$ cat config.mk
export PLATFORM = sky130hd
export DESIGN_NAME = fuse_key_reader
export DESIGN_NICKNAME = d
export VERILOG_FILES = /design/src/rtl/fuse_key_reader.sv
export SDC_FILE = /design/constraint.sdc
export NUM_CORES = 1
export LEC_CHECK = 0
export CORE_UTILIZATION = 44
export DETAILED_ROUTE_END_ITERATION = 10
export PLACE_DENSITY = 0.73
export SLEW_MARGIN = 0
export SYNTH_ARGS = -nofsm -noshare
export SYNTH_HDL_FRONTEND = slang
export SYNTH_SLANG_ARGS = --single-unit
$ cat constraint.sdc
create_clock -name clk -period 2.3 [get_ports clk]
set_input_delay 0.345 -clock clk [delete_from_list [all_inputs] [get_ports clk]]
set_output_delay 0.345 -clock clk [all_outputs]
set_load 0.05 [all_outputs]
$ cat src/rtl/fuse_key_reader.sv
module fuse_key_reader #(
  parameter int ADDR_W     = 12,
  parameter int FUSE_WORDS = 16,
  parameter int LATENCY    = 4,
  parameter logic [FUSE_WORDS*32-1:0] FUSE_IMAGE = {(FUSE_WORDS/2){64'h5A3C_96E1_0F1E_2D4B}}
) (
  input  logic              clk,
  input  logic              rst_n,
  input  logic              wr_en,
  input  logic [ADDR_W-1:0] addr,
  input  logic [31:0]       wdata,
  output logic [31:0]       rdata
);
  localparam int IDX_W = (FUSE_WORDS > 1) ? $clog2(FUSE_WORDS) : 1;
  localparam int CNT_W = $clog2(LATENCY + 1);
  localparam logic [ADDR_W-1:0] CTRL_OFS = ADDR_W'('h040);
  localparam logic [ADDR_W-1:0] PGM_OFS  = ADDR_W'('h050);
  localparam logic [ADDR_W-1:0] KEY_OFS  = ADDR_W'('h060);
  localparam logic [ADDR_W-1:0] WIN_OFS  = ADDR_W'('h200);
  localparam logic [7:0]        UNLOCK   = 8'hAC;

  logic [31:0] rom [FUSE_WORDS];
  for (genvar i = 0; i < FUSE_WORDS; i++) begin : g_rom
    assign rom[i] = FUSE_IMAGE[i*32 +: 32];
  end

  logic [8:0]       idx_q;
  logic [7:0]       lock_q;
  logic             busy;
  logic [CNT_W-1:0] cnt;
  logic [31:0]      key_q;
  logic [31:0]      pgm_q;

  wire        ctrl_wr  = wr_en && addr == CTRL_OFS;
  wire        start_ok = wdata[1] && wdata[15:8] == UNLOCK;
  wire [6:0]  word_sel = idx_q[8:2];
  wire        in_range = 32'(word_sel) < FUSE_WORDS;
  wire [31:0] fuse_val = in_range ? rom[word_sel[IDX_W-1:0]] : 32'h0;
  wire        in_win   = addr >= WIN_OFS && addr < WIN_OFS + ADDR_W'(16);
  wire        unused_bits = ^{wdata[31:25], wdata[7:2], wdata[0]};

  always_ff @(posedge clk or negedge rst_n) begin
    if (!rst_n) begin
      idx_q  <= '0;
      lock_q <= '0;
      busy   <= 1'b0;
      cnt    <= '0;
      key_q  <= '0;
    end else if (busy) begin
      if (ctrl_wr && wdata == 32'h0) begin
        idx_q  <= '0;
        lock_q <= '0;
        busy   <= 1'b0;
        cnt    <= '0;
      end else if (cnt == CNT_W'(1)) begin
        busy  <= 1'b0;
        cnt   <= '0;
        key_q <= fuse_val;
      end else begin
        cnt <= cnt - 1'b1;
      end
    end else if (ctrl_wr) begin
      idx_q  <= wdata[24:16];
      lock_q <= wdata[15:8];
      if (start_ok) begin
        busy <= 1'b1;
        cnt  <= CNT_W'(LATENCY);
      end
    end
  end

  always_ff @(posedge clk or negedge rst_n) begin
    if (!rst_n) pgm_q <= '0;
    else if (wr_en && addr == PGM_OFS) pgm_q <= wdata;
  end

  always_comb begin
    rdata = 32'h0;
    if (addr == CTRL_OFS)     rdata = {7'h0, idx_q, lock_q, 6'h0, busy, 1'b0};
    else if (addr == PGM_OFS) rdata = pgm_q;
    else if (addr == KEY_OFS) rdata = key_q;
    else if (in_win)          rdata = rom[IDX_W'(addr[3:2])];
  end
endmodule


==> run_results.csv, run 1 <==
group,metric,value,unit
global_route,grt_use_total,28.5,%
worst_setup_path,arrival,1.93,ns
worst_setup_path,cp_data_required_time,1.96,ns
power,p_sw,0.462,mW
sta,fin_ws,0.0233,ns
sta,setup_viol,0,
synthesis,synth_commonest_cells,"56 x dfrtp_1, 30 x mux2_2, 20 x nand2_1",
synthesis,ys_ff_latch,56,
synthesis,yosysTopAreaCell,"dfrtp_1",
power,vdd_drop_max,415,µV
power,powerDensity,398,nW/µm²
synthesis,synth_area_leaders,"dfrtp_1 50%, mux2_2 12%, mux2i_1 3.6%, a22o_1 3.5%, nand2_1 2.7%",
power,clock_power_share,36.4,%
worst_setup_path,cp_max_fo,7,
worst_setup_path,r2r_cells,3,
synthesis,syn_nets,298,
synthesis,yosys.area.top_type_share,50.4,%
sta,fmax,0.439,GHz
worst_setup_path,rr_startpoint,"busy",
die,start_util,46.2,%
sta,rsz0062_at_grt,"yes",
run,maxCapViolCount,0,
die,die_w,81.5,µm
clocking,cts-root-buf,"clkbuf_8",
synthesis,yosys_warnings,0,
power,leakage,2.27,nW
global_route,antenna_found_initial,0,
layout,syn_to_final_growth,71.0,%
worst_setup_path,rr_endpoint,"key_q[27]",
synthesis,synth_flop_cell,"dfrtp_1",
worst_setup_path,rrSetupSlack,0.53,ns
clocking,cts.sinks,56,
detailed_routing,vias_per_cell,5.79,
synthesis,ys_types,36,
sta,fin_skew,0.0114,ns
sta,worst_pin_slew,0.656,ns
sta,whs,0.0188,ns
die,rows,28,
layout,nNetsFinal,430,
synthesis,synth_edf_count,0,
detailed_routing,routed_wirelength,9300,µm
synthesis,synth_area_per_cell,11.2,µm²
hold_path,min_path_type,"in2async",
worst_setup_path,start_kind,"primary input",
clocking,path_clk_slew,0.11,ns
power,finalPower,1.90,mW
sta,fin_setup_tns,0,ns
detailed_routing,wl_per_cell,20.4,µm
layout,diodes,0,
worst_setup_path,worstSetupStartpoint,"addr[3]",
worst_setup_path,worstSetupPathType,"in2out",
sta,slew_headroom,56.3,%
worst_setup_path,cpMostUsedCell,"buf_6",
sta,drv_slew,0,
place,gp_congestion,0.798,
power,switching_share,24.3,%
worst_setup_path,endpoint,"rdata[7]",
global_route,grt_pass1_vias,2803,
power,p_seq_share,52.2,%
layout,drive_above_1_share,48.4,%
sta,min_period_over_period,99.0,%
clocking,cts_tree,"done",
detailed_routing,drc_errors,0,
die,die_h,81.5,µm
global_route,overflow,0,
worst_setup_path,cp_cell_sequence,"buf_6 > nor4b_4 > buf_4 > nand4_1 > buf_6 > nor2_4 > buf_6 > a21o_1 > buf_12",
clocking,clk_path_buf_depth,2,
synthesis,seq_area_frac_synth,50.4,%
clocking,cts_hold_buf,0,
worst_setup_path,cp-end-kind,"output pin",
clocking,cts_made_buffers,5,
synthesis,postSynthCellCount,249,
clocking,insertion_delay,0.34,ns
status,status,"finished, final reports clean",
power,pwr-share-comb,11.4,%
synthesis,synthArstFlopShare,100,%
place,io_buffer_count,78,
place,post-place-ws,-0.402,ns
place,hpwl,5980,µm
global_route,grt_pass1_wl,13700,µm
power,cellInternalPower,1.43,mW
die,core_area,6030,µm²
detailed_routing,vias,2645,
clocking,cts.htree.levels,2,
detailed_routing,dr.pass1.iters,5,
synthesis,netlist_area,2780,µm²
sta,hold_viol_final,0,
die,die_area,6650,µm²
worst_setup_path,max_stage_delay,0.32,ns
synthesis,synth_most_common_cell,"dfrtp_1",
sta,layout_min_cycle_time,2.28,ns
detailed_routing,postRouteAntennaNets,0,
global_route,grt_max_degree,31,
die,io-pin-count,79,
worst_setup_path,crit_slowest_cell,"nor4b_4",
detailed_routing,drt_iter0_markers,160,
==> sequential cells by signal, summed over array words and instances (netlist names) <==
signal	flops
idx_q	9
cnt	3
busy	1
lock_q	8
pgm_q	32
key_q	3
==> critical path, delay by kind of cell <==
| family | cells | cell delay (ns) |
|---|---|---|
| compound gates | 1 | 0.17 |
| buf+inv | 5 | 0.78 |
| simple gates | 3 | 0.63 |
==> power groups by stage <==
stage	clock, mW	combinational [mW]	sequential [mW]
5_1_grt	0.729	0.230	0.990
4_1_cts	0.687	0.208	0.990
6_report	0.690	0.217	0.990
3_3_place_gp	0	0.196	1.01
2_1_floorplan	0	0.0288	1.01
3_5_place_dp	0	0.200	1.01
==> cell type report <==
class / count / area (µm²)
multi-input cells: 173 / 1530
repair buffers: 137 / 1590
well taps: 75 / 93.8
clock buffers: 5 / 68.8
inverters: 8 / 30.0
clock inverters: 3 / 46.3
flip-flops and latches: 56 / 1400
fillers: 360 / 1270
==> worst min path at each step <==
| stage | start | depth (start not counted) | endpoint | slack (ns) |
|---|---|---|---|---|
| 2_1_floorplan | rst_n | 0 | busy | 0.05 |
| 3_3_place_gp | rst_n | 1 | pgm_q[20] | 0.40 |
| 3_5_place_dp | rst_n | 1 | pgm_q[20] | 0.41 |
| 4_1_cts | rst_n | 1 | pgm_q[20] | 0.05 |
| 5_1_grt | rst_n | 1 | pgm_q[20] | 0.06 |
| 6_report | rst_n | 1 | pgm_q[20] | 0.02 |
==> metrics by stage <==
| step | instances | util [%] | instance area [µm²] |
|---|---|---|---|
| 6_report | 457 | 79.0 | 4760 |
| 3_5_place_dp | 439 | 72.8 | 4390 |
| 4_1_cts | 457 | 77.7 | 4680 |
| 3_3_place_gp | 439 | 72.8 | 4390 |
| 2_1_floorplan | 249 | - | 2850 |
| 5_1_grt | 457 | 79.0 | 4760 |
==> cell usage in the layout, fill, tap and decap left out, types with 5 or more instances in the layout <==
cell type         n
a22o_2            7
mux2_2           30
clkbuf_8          5
nand2_1           8
nor4_1            6
clkdlybuf4s50_1  33
nand2_2           6
buf_12           35
nor2_1           13
a22o_1           11
o21ai_1           8
nand2_4           6
nor2_2            5
buf_6             9
dlygate4sd2_1     5
dfrtp_1          56
mux2i_1          10
buf_4            46
a21oi_4           5
inv_1             8
==> timing repair <==
| action | 4_1_cts | 5_1_grt |
|---|---|---|
| endpoints found under the setup margin | 46 | 50 |
| gates cloned | 3 | 0 |
| gates resized for setup | 69 | 29 |
| pin swaps | 18 | 25 |
| setup buffers | 7 | 1 |
==> per-layer routing <==
metal / track usage, % / vias up / share of wire (%)
li1: - / 1182 / -
met1: 32.4 / 1313 / 37
met2: 48.7 / 128 / 53
met3: 7.78 / 22 / 7.6
met4: 15.2 / 0 / 3.0
met5: 0 / - / 0
==> cells by family (layout without fill, tap and decap cells) <==
kind of cell,after synthesis,count (layout),synth area share (%)
AND/OR/NAND/NOR,74,74,13.6
flip-flops,56,56,50.4
AO/OA/AOI/OAI,53,53,14.2
multiplexers,44,44,17.4
adder cells (fa/ha/maj),2,2,0.899
buffers and inverters,20,153,3.55
No activity file was read; power rests on OpenSTA's default activity.
==> run 2, diff against run 1 <==
Settings changed: CAP_MARGIN set to 30, PLACE_DENSITY 0.73 to 0.74.
==> run 2 against run 1 <==
  * Non-clock buffer count fell by 1
  * The run now ends with negative setup slack left
  * Largest power group unchanged
  * First-iteration DRC count fell by 24%
  * Maximum frequency down 1.3%
  * Hold slack improved by 0.13 ns
  * Clock-buffer cell count is 1 higher
  * Register-to-register slack worse by 0.11 ns
  * Via count shrank 3.2%
  * Sequential cell count stayed put
  * Critical path depth rose by 1
==> run_results.csv, run 2 (synthesis results as in run 1) <==
group,metric,value,unit
layout,regMostFlops,"pgm_q",
global_route,grt_pass1_wl,13300,µm
layout,final_cell_mix,"56 x dfrtp_1, 53 x buf_4, 33 x clkdlybuf4s50_1, 33 x buf_12, 30 x mux2_2",
detailed_routing,routed_wirelength,8230,µm
place,placed_cell_area,4390,µm²
clocking,cts.sinks,56,
die,core_area,6030,µm²
worst_setup_path,start_kind,"primary input",
clocking,cts.htree.levels,2,
power,finalPower,1.75,mW
sta,hold_viol_final,0,
clocking,cts-root-buf,"clkbuf_8",
layout,reg.largest.list,"pgm_q (32), idx_q (9), lock_q (8)",
power,leakage,2.18,nW
clocking,cts_hold_buf,0,
place,gp_congestion,0.863,
status,violations,"negative setup slack",
worst_setup_path,cp-end-kind,"output pin",
die,die_area,6650,µm²
clocking,clk_path_buf_depth,2,
place,hpwl,6030,µm
global_route,grtUsageMet3,5.22,%
place,io_buffer_count,78,
sta,rsz0062_at_grt,"yes",
sta,fin_setup_tns,-0.0109,ns
die,die_w,81.5,µm
global_route,grtUsageMet2,47.7,%
hold_path,min_path_type,"in2async",
detailed_routing,dr.pass1.iters,4,
status,status,"complete, but fails checks",
layout,nNetsFinal,429,
layout,drive_above_1_share,43.6,%
global_route,antenna_found_initial,0,
clocking,path_clk_slew,0.10,ns
sta,min_period_over_period,100,%
global_route,busiest_layer,"met2",
die,io-pin-count,79,
detailed_routing,vias,2560,
detailed_routing,vias_per_cell,5.61,
clocking,cts_made_buffers,5,
global_route,grt_pass1_vias,2753,
worst_setup_path,arrival,1.96,ns
detailed_routing,drt_iter0_markers,121,
layout,layout_commonest_cell,"dfrtp_1",
sta,fin_skew,0.00200,ns
global_route,grt_max_degree,57,
sta,setup_viol,2,
die,die_h,81.5,µm
layout,syn_to_final_growth,65.0,%
die,rows,28,
sta,drv_slew,0,
clocking,insertion_delay,0.32,ns
worst_setup_path,worstSetupPathType,"in2out",
power,vdd_drop_max,387,µV
detailed_routing,postRouteAntennaNets,0,
worst_setup_path,cp_data_required_time,1.96,ns
sta,slew_headroom,45.2,%
sta,layout_min_cycle_time,2.31,ns
worst_setup_path,cp_max_fo,8,
sta,fmax,0.434,GHz
sta,fin_ws,-0.00663,ns
layout,stdcell_area,4590,µm²
global_route,use_met1,33.5,%
detailed_routing,wl_per_cell,18.0,µm
run,maxCapViolCount,0,
sta,worst_pin_slew,0.811,ns
die,start_util,46.2,%
layout,diodes,0,
layout,largest_reg_flops,32,
global_route,grt_use_total,27.2,%
power,powerDensity,382,nW/µm²
global_route,overflow,0,
clocking,cts_tree,"done",
detailed_routing,drc_errors,0,
## run 2: area by class of cell
type	count	area, µm²
multi-input combinational	173	1440
timing repair buffer	136	1540
clock inverter	2	16.3
sequential	56	1400
fill	406	1430
inverter	8	30.0
tap	75	93.8
clock buffer	6	72.6
## run 2: per-stage QoR
stage	hold slack [ns]	worst slack, ns	cells	util, %
global route	0.217	-0.0567	456	76.2
floorplan	0.0494	-0.197	249	-
detailed placement	0.481	-0.369	445	72.9
finish	0.150	-0.00663	456	76.2
CTS	0.181	-0.0688	456	75.7
global placement	0.470	-0.329	445	72.9
## run 2: final timing paths
check                                from        end  slack, ns  cells past startpoint
max in group asynchronous           rst_n  pgm_q[26]       1.67                      2
worst max-delay path              addr[3]  rdata[12]     -0.007                     10
worst max register to register       busy  key_q[27]       0.42                      3
worst min register to register  pgm_q[31]  pgm_q[31]       0.50                      1
min in group clk                pgm_q[31]  pgm_q[31]       0.50                      1
worst min-delay path                rst_n  pgm_q[19]       0.15                      2
## run 2: timing repair
action                     4_1_cts  5_1_grt
setup buffers                    2        0
pin swaps                       17        7
setup endpoints to repair       40       24
resized for setup               48       12
cloned                           1        0
## run 2: report_power, final
part | internal, mW | total [mW] | switching (mW)
clock | 0.218 | 0.558 | 0.340
combinational | 0.116 | 0.206 | 0.0901
sequential | 0.987 | 0.990 | 0.00210
## run 2: worst max-delay path, stage by stage
cell     delay (ns)
buf_6          0.09
nor4b_4        0.30
nand2_1        0.13
buf_6          0.14
buf_6          0.11
nor3_4         0.13
a22o_1         0.22
buf_12         0.14
o22a_1         0.19
buf_12         0.15
## run 2: metal layers
metal  vias to the layer above  part of all wire (%)
li1                       1180                     -
met1                      1274                    42
met2                        93                    50
met3                        13                   6.6
met4                         0                   1.7
met5                         -                     0
